## config.mk

```make
export PLATFORM = sky130hd
export DESIGN_NAME = vlr_mgr
export DESIGN_NICKNAME = d
export VERILOG_FILES = /design/src/rtl/vlr_pkg.sv /design/src/rtl/vlr_match.sv /design/src/rtl/vlr_fwd_filter.sv /design/src/rtl/vlr_mgr.sv
export SDC_FILE = /design/constraint.sdc
export NUM_CORES = 1
export LEC_CHECK = 0
export ABC_CLOCK_PERIOD_IN_PS = 5200
export BUFFER_PORTS_ARGS = -buffer_cell sky130_fd_sc_hd__buf_2
export CAP_MARGIN = 20
export CORE_ASPECT_RATIO = 0.9
export CORE_UTILIZATION = 45
export CTS_CLUSTER_SIZE = 16
export DETAILED_ROUTE_END_ITERATION = 10
export GPL_TIMING_DRIVEN = 0
export PLACE_DENSITY = 0.75
export SLEW_MARGIN = 15
export SYNTH_ARGS = -nofsm -noshare
export SYNTH_HDL_FRONTEND = slang
export SYNTH_SLANG_ARGS = --single-unit
```

## constraint.sdc

```tcl
create_clock -name clk -period 5.2 [get_ports clk]
set_clock_uncertainty 0.15 [all_clocks]
set_input_delay 1.04 -clock clk [delete_from_list [all_inputs] [get_ports clk]]
set_output_delay 1.04 -clock clk [all_outputs]
set_load 0.02 [all_outputs]
```

## src/rtl/vlr_pkg.sv

```systemverilog
package vlr_pkg;
    localparam int LR_ID_W   = 10;
    localparam int LR_PRIO_W = 5;
    localparam int PRIO_SH   = 3;
    localparam int PRIO_OUT_W = LR_PRIO_W + PRIO_SH;

    typedef enum logic [2:0] {
        OP_RD_GRP   = 3'd0,
        OP_RD_PRIO  = 3'd1,
        OP_CLR_PEND = 3'd2,
        OP_SET_ACT  = 3'd3,
        OP_CLR_ACT  = 3'd4
    } op_e;

    localparam int PEND_B = 0;
    localparam int ACT_B  = 1;

    typedef struct packed {
        logic [LR_ID_W-1:0]   vid;
        logic [LR_ID_W-1:0]   pid;
        logic [LR_PRIO_W-1:0] prio;
        logic [1:0]           state;
        logic                 grp;
        logic                 hw;
    } lr_t;
endpackage

```

## src/rtl/vlr_match.sv

```systemverilog
module vlr_match
    import vlr_pkg::*;
#(
    parameter int N_LR = 4,
    localparam int IDX_W = $clog2(N_LR)
) (
    input  logic [N_LR-1:0][LR_ID_W-1:0] vids,
    input  logic [LR_ID_W-1:0]           irq,
    output logic                         hit,
    output logic [IDX_W-1:0]             idx
);
    logic [N_LR-1:0] eq;

    for (genvar g = 0; g < N_LR; g++) begin : g_cmp
        assign eq[g] = (vids[g] == irq);
    end

    // lowest index wins: scan downwards so the last assignment is the lowest
    always_comb begin
        hit = 1'b0;
        idx = '0;
        for (int i = N_LR - 1; i >= 0; i--) begin
            if (eq[i]) begin
                hit = 1'b1;
                idx = IDX_W'(i);
            end
        end
    end
endmodule

```

## src/rtl/vlr_fwd_filter.sv

```systemverilog
module vlr_fwd_filter
    import vlr_pkg::*;
#(
    parameter int SGI_LIM = 16,
    parameter int MAX_IRQ = 1020
) (
    input  logic               hw,
    input  logic [LR_ID_W-1:0] pid,
    input  logic               sec_en,
    input  logic               phys_g1,
    output logic               fwd
);
    localparam logic [LR_ID_W-1:0] LO = LR_ID_W'(SGI_LIM);
    localparam logic [LR_ID_W-1:0] HI = LR_ID_W'(MAX_IRQ);

    logic in_range;
    assign in_range = (pid >= LO) && (pid < HI);
    assign fwd      = hw && in_range && (!sec_en || phys_g1);
endmodule

```

## src/rtl/vlr_mgr.sv

```systemverilog
module vlr_mgr
    import vlr_pkg::*;
#(
    parameter int N_LR    = 4,
    parameter int CPU_W   = 3,
    parameter int SGI_LIM = 16,
    parameter int MAX_IRQ = 1020,
    localparam int IDX_W  = $clog2(N_LR)
) (
    input  logic                  clk,
    input  logic                  rst_n,
    input  logic                  sec_en,
    input  logic                  lr_wr_en,
    input  logic [IDX_W-1:0]      lr_wr_idx,
    input  logic [LR_ID_W-1:0]    lr_wr_vid,
    input  logic [LR_ID_W-1:0]    lr_wr_pid,
    input  logic [LR_PRIO_W-1:0]  lr_wr_prio,
    input  logic [1:0]            lr_wr_state,
    input  logic                  lr_wr_grp,
    input  logic                  lr_wr_hw,
    input  logic                  cmd_valid,
    input  logic                  cmd_virt,
    input  logic [2:0]            cmd_op,
    input  logic [LR_ID_W-1:0]    cmd_irq,
    input  logic [CPU_W-1:0]      cmd_cpu,
    output logic [LR_ID_W-1:0]    grp_query_irq,
    input  logic                  grp_query_is1,
    output logic                  rsp_valid,
    output logic                  rsp_miss,
    output logic                  rsp_group,
    output logic [PRIO_OUT_W-1:0] rsp_prio,
    output logic [1:0]            rsp_state,
    output logic                  dist_valid,
    output logic [2:0]            dist_op,
    output logic [LR_ID_W-1:0]    dist_irq,
    output logic [CPU_W-1:0]      dist_cpu
);
    typedef struct packed {
        lr_t [N_LR-1:0]        lrs;
        logic                  rsp_valid;
        logic                  rsp_miss;
        logic                  rsp_group;
        logic [PRIO_OUT_W-1:0] rsp_prio;
        logic [1:0]            rsp_state;
        logic                  dist_valid;
        logic [2:0]            dist_op;
        logic [LR_ID_W-1:0]    dist_irq;
        logic [CPU_W-1:0]      dist_cpu;
        logic                  fwd;
    } st_t;

    st_t st_d, st_q;

    logic [N_LR-1:0][LR_ID_W-1:0] vids;
    logic                         m_hit;
    logic [IDX_W-1:0]             m_idx;
    lr_t                          m_ent;
    lr_t                          ent;
    logic                         fwd_ok;
    logic                         op_legal;

    for (genvar g = 0; g < N_LR; g++) begin : g_vid
        assign vids[g] = st_q.lrs[g].vid;
    end

    vlr_match #(.N_LR(N_LR)) u_match (
        .vids (vids),
        .irq  (cmd_irq),
        .hit  (m_hit),
        .idx  (m_idx)
    );

    assign m_ent         = st_q.lrs[m_idx];
    assign grp_query_irq = m_hit ? m_ent.pid : '0;
    assign op_legal      = (cmd_op <= 3'(OP_CLR_ACT));

    vlr_fwd_filter #(.SGI_LIM(SGI_LIM), .MAX_IRQ(MAX_IRQ)) u_filter (
        .hw      (m_ent.hw),
        .pid     (m_ent.pid),
        .sec_en  (sec_en),
        .phys_g1 (grp_query_is1),
        .fwd     (fwd_ok)
    );

    always_comb begin
        st_d            = st_q;
        st_d.rsp_valid  = 1'b0;
        st_d.rsp_miss   = 1'b0;
        st_d.rsp_group  = 1'b0;
        st_d.rsp_prio   = '0;
        st_d.rsp_state  = '0;
        st_d.dist_valid = 1'b0;
        st_d.dist_op    = '0;
        st_d.dist_irq   = '0;
        st_d.dist_cpu   = '0;
        st_d.fwd        = 1'b0;
        ent             = m_ent;

        if (cmd_valid && !cmd_virt) begin
            st_d.dist_valid = 1'b1;
            st_d.dist_op    = cmd_op;
            st_d.dist_irq   = cmd_irq;
            st_d.dist_cpu   = cmd_cpu;
        end else if (cmd_valid && op_legal) begin
            st_d.rsp_valid = 1'b1;
            if (!m_hit) begin
                st_d.rsp_miss = 1'b1;
            end else begin
                unique case (op_e'(cmd_op))
                    OP_CLR_PEND: ent.state[PEND_B] = 1'b0;
                    OP_SET_ACT:  ent.state[ACT_B]  = 1'b1;
                    OP_CLR_ACT: begin
                        ent.state[ACT_B] = 1'b0;
                        if (fwd_ok) begin
                            st_d.dist_valid = 1'b1;
                            st_d.dist_op    = 3'(OP_CLR_ACT);
                            st_d.dist_irq   = m_ent.pid;
                            st_d.dist_cpu   = cmd_cpu;
                            st_d.fwd        = 1'b1;
                        end
                    end
                    default: ;
                endcase
                st_d.lrs[m_idx] = ent;
                st_d.rsp_group  = ent.grp;
                st_d.rsp_prio   = {ent.prio, {PRIO_SH{1'b0}}};
                st_d.rsp_state  = ent.state;
            end
        end

        if (lr_wr_en) begin
            st_d.lrs[lr_wr_idx] = '{vid: lr_wr_vid, pid: lr_wr_pid, prio: lr_wr_prio,
                                    state: lr_wr_state, grp: lr_wr_grp, hw: lr_wr_hw};
        end
    end

    always_ff @(posedge clk) begin
        if (!rst_n) begin
            st_q <= '0;
        end else begin
            st_q <= st_d;
        end
    end

    assign rsp_valid  = st_q.rsp_valid;
    assign rsp_miss   = st_q.rsp_miss;
    assign rsp_group  = st_q.rsp_group;
    assign rsp_prio   = st_q.rsp_prio;
    assign rsp_state  = st_q.rsp_state;
    assign dist_valid = st_q.dist_valid;
    assign dist_op    = st_q.dist_op;
    assign dist_irq   = st_q.dist_irq;
    assign dist_cpu   = st_q.dist_cpu;

    // ---------------- assertions ----------------
    assert_hit_vid_R2: assert property (@(posedge clk) disable iff (!rst_n)
        (cmd_valid && cmd_virt && m_hit) |-> (st_q.lrs[m_idx].vid == cmd_irq));

    assert_miss_keeps_bank_R2: assert property (@(posedge clk) disable iff (!rst_n)
        (rsp_miss && !$past(lr_wr_en)) |-> (st_q.lrs == $past(st_q.lrs)));

    assert_clr_pend_R5: assert property (@(posedge clk) disable iff (!rst_n)
        (cmd_valid && cmd_virt && m_hit && !lr_wr_en && cmd_op == 3'(OP_CLR_PEND))
        |=> (rsp_valid && !rsp_state[PEND_B]));

    assert_set_act_R6: assert property (@(posedge clk) disable iff (!rst_n)
        (cmd_valid && cmd_virt && m_hit && cmd_op == 3'(OP_SET_ACT))
        |=> (rsp_valid && rsp_state[ACT_B]));

    assert_fwd_range_R9: assert property (@(posedge clk) disable iff (!rst_n)
        st_q.fwd |-> (dist_valid && dist_irq >= LR_ID_W'(SGI_LIM) && dist_irq < LR_ID_W'(MAX_IRQ)));

    assert_secure_drop_R10: assert property (@(posedge clk) disable iff (!rst_n)
        (cmd_valid && cmd_virt && sec_en && !grp_query_is1) |=> !dist_valid);

    assert_bypass_R11: assert property (@(posedge clk) disable iff (!rst_n)
        (cmd_valid && !cmd_virt) |=> (!rsp_valid && dist_valid && dist_irq == $past(cmd_irq)));

    assert_rsp_source_R12: assert property (@(posedge clk) disable iff (!rst_n)
        rsp_valid |-> $past(cmd_valid && cmd_virt));
endmodule

```

==> impl_metrics.env <==
export IMPL_crit_path_max_incr_delay_ns=0.43
export IMPL_grt_max_degree=17
export IMPL_core_um2=14200
export IMPL_grt_pass1_wl_um=28900
export IMPL_clk_pin_slew_ns=0.06
export IMPL_worstSetupEndpointType="output port"
export IMPL_synth_flop_cell="dfxtp_1"
export IMPL_antenna_found_initial=0
export IMPL_first_pass_iters=6
export IMPL_wirelength_um=18700
export IMPL_startpoint_type="input pin"
export IMPL_antenna_left=0
export IMPL_worst_path_buf_inv=5
export IMPL_gr_max_usage_layer="met2"
export IMPL_track_usage=0.256
export IMPL_met3_usage=0.0500
export IMPL_p_sw_frac=0.237
export IMPL_drv_cap=0
export IMPL_cts_setup_buffers=0
export IMPL_status="complete, no violations"
export IMPL_drcViolationCount=0
export IMPL_crit_required_ns=4.01
export IMPL_post_cts_resized=0
export IMPL_ir_drop_mv=0.256
export IMPL_pwr_share_clk=0.484
export IMPL_setup_violations=0
export IMPL_final_nets=981
export IMPL_crit_path_frequent_cell="buf_2"
export IMPL_pwr_share_comb=0.084
export IMPL_fp_dieH_um=117
export IMPL_crit_family="buffers and inverters"
export IMPL_internal_power_w=0.00203
export IMPL_post_drt_wl_per_cell_um=16.5
export IMPL_max_slew_margin=0.435
export IMPL_path_class="input pin to output port"
export IMPL_critPathArrivalTime_ns=3.86
export IMPL_slowest_stage="or4_1"
export IMPL_n_fill_cell=1359
export IMPL_antennaDiodeCount=0
export IMPL_max_clock_freq_mhz=198
export IMPL_die_area_um2=15200
export IMPL_io_pins=94
export IMPL_cts_tree="done"
export IMPL_async_reset_ff_frac=0
export IMPL_syn_area_um2=6630
export IMPL_dpl_hpwl_um=13700
export IMPL_synthCells=828
export IMPL_synth_top_area_cell="dfxtp_1"
export IMPL_cts_htree_levels=4
export IMPL_hold_violations=0
export IMPL_met2_usage=0.396
export IMPL_clk_path_buf_depth=2
export IMPL_worst_path_max_fanout=10
export IMPL_cts_sinks=143
export IMPL_rows=41
export IMPL_power_per_cell_area_nw_per_um2=337
export IMPL_synth_most_common_cell="nand2_1"
export IMPL_slew_viol_final=0
export IMPL_drtIter0Drc=676
export IMPL_ys_warnings_count=0
export IMPL_whs_ns=0.301
export IMPL_post_drt_via_cell_ratio=5.29
export IMPL_areaGrowthSynthToFinish_pct=19.2
export IMPL_grt_pass1_vias=5422
export IMPL_synth_area_leaders="dfxtp_1, nand2_1, a21oi_1, xnor2_1, buf_4"
export IMPL_synth_edf_count=0
export IMPL_fin_crit_ns=5.05
export IMPL_cts_root_buffer_cell="clkbuf_16"
export IMPL_start_util=0.467
export IMPL_dr_total_vias=5985
export IMPL_fin_crit_sh=0.972
export IMPL_crit_chain="buf_2 -> xnor2_1 -> nand4_1 -> or4_1 -> buf_4 -> and2_4 -> buf_6 -> clkbuf_1 -> a222oi_1 -> a21boi_1 -> nor2_1 -> buf_2"
export IMPL_port_buffers=77
export IMPL_leakagePower_nw=2.92
export IMPL_tightest_slew_ns=0.844
export IMPL_yosysSeqAreaShare=0.432
export IMPL_rsz0062_at_grt="no"
export IMPL_synthDistinctLibCells=63
export IMPL_switching_power_w=0.000633
export IMPL_drive_above_1_share=0.192
export IMPL_die_width_um=130
export IMPL_cts_hold_buffers=0
export IMPL_p_seq_frac=0.432
export IMPL_use_met1=0.352
export IMPL_syn_avg_cell_area_um2=8.01
export IMPL_synth_top_cells_by_count="nand2_1, dfxtp_1, a21oi_1"
export IMPL_hold_path_class="register to register"
export IMPL_synth_top_area_frac=0.432
export IMPL_place_congestion=0.872
export IMPL_grt_overflow_total=0
export IMPL_numCtsBuffers=17
export IMPL_clock_latency_ns=0.44
export IMPL_tns_ns=0
export IMPL_ys_seq_elements=143
## placed cells by master, fill, tap and decap left out, drive strengths merged, types with 3 or more instances in the layout
cell type / n
nand2: 254
dfxtp: 143
a21oi: 125
buf: 122
clkbuf: 65
xnor2: 38
nor2: 25
o21ai: 16
a222oi: 10
inv: 10
nor3: 10
nor4: 9
nand4: 9
mux2i: 8
and3: 8
a211oi: 7
nand3: 6
nor2b: 6
or3: 6
a21boi: 5
bufinv: 4
and2: 4
clkinv: 4
a22o: 3
a221oi: 3
nand2b: 3
conb: 3
a31o: 3
or2: 3
## worst register-to-register path: cells and delay by family (launching register included)
kind	cells	cell delay, ns
flops	1	0.35
mux	1	0.13
compound gates	3	0.72
simple gates	3	1.22
xor+xnor	1	0.13
buf+inv	1	0.49
## cell families (layout without fill, tap and decap cells)
family / count (synthesis) / in the layout / share of synthesized area
AOI/OAI and AO/OA: 188 / 188 / 0.179
other: 1 / 3 / 0.000566
xor gates and xnor gates: 40 / 40 / 0.0551
DFF: 143 / 143 / 0.432
and+or+nand+nor: 349 / 349 / 0.241
buffers and inverters: 99 / 207 / 0.0808
muxes: 8 / 8 / 0.0121
## state kept, by name, summed over array words and instances, names as in the netlist
signal / count
st_q: 116
dist_irq: 10
rsp_prio: 5
dist_cpu: 3
dist_op: 3
rsp_state: 2
dist_valid: 1
rsp_group: 1
rsp_miss: 1
rsp_valid: 1
## worst paths after layout
check                   from          endpoint  slack, ns  cells after the start
hold reg to reg     st_q[75]          st_q[75]       0.30                      2
hold / removal      st_q[75]          st_q[75]       0.30                      2
setup reg to reg   st_q[141]          st_q[62]       1.91                      9
setup / recovery  cmd_irq[9]  grp_query_irq[0]       0.15                     12
## layout make-up
class | instances | area [um^2] | area share
plain buffers | 89 | 498 | 0.0630
clock buffers | 20 | 457 | 0.0578
clock inverters | 10 | 163 | 0.0206
inverters | 10 | 37.5 | 0.00475
multi-input cells | 588 | 3250 | 0.411
flip-flops and latches | 143 | 2860 | 0.362
well taps | 193 | 241 | 0.0306
repair buffers | 78 | 393 | 0.0497
## per-layer routing
| layer | vias up | share of wire |
|---|---|---|
| met5 | - | 0 |
| met4 | 0 | 0.023 |
| met3 | 37 | 0.091 |
| met2 | 271 | 0.44 |
| met1 | 2720 | 0.45 |
| li1 | 2957 | - |
## power groups by stage
stage	Combinational, W	Sequential (W)	Clock [W]
2_1_floorplan	0.000144	0.00117	0
3_3_place_gp	0.000217	0.00117	0
3_5_place_dp	0.000220	0.00117	0
4_1_cts	0.000221	0.00115	0.00130
5_1_grt	0.000243	0.00115	0.00134
6_report	0.000224	0.00115	0.00129
## metrics by stage
step | std cells | instance area (um^2) | util | total power (W) | setup slack [ns]
floorplan | 830 | 6640 | - | 0.00131 | 0.888
global placement | 1100 | 7260 | 0.511 | 0.00139 | 0.131
detailed placement | 1101 | 7280 | 0.512 | 0.00139 | 0.159
CTS | 1131 | 7900 | 0.556 | 0.00267 | 0.145
global route | 1131 | 7900 | 0.556 | 0.00274 | 0.0284
finish | 1131 | 7900 | 0.556 | 0.00267 | 0.147
Power figures use the tool's default switching activity.
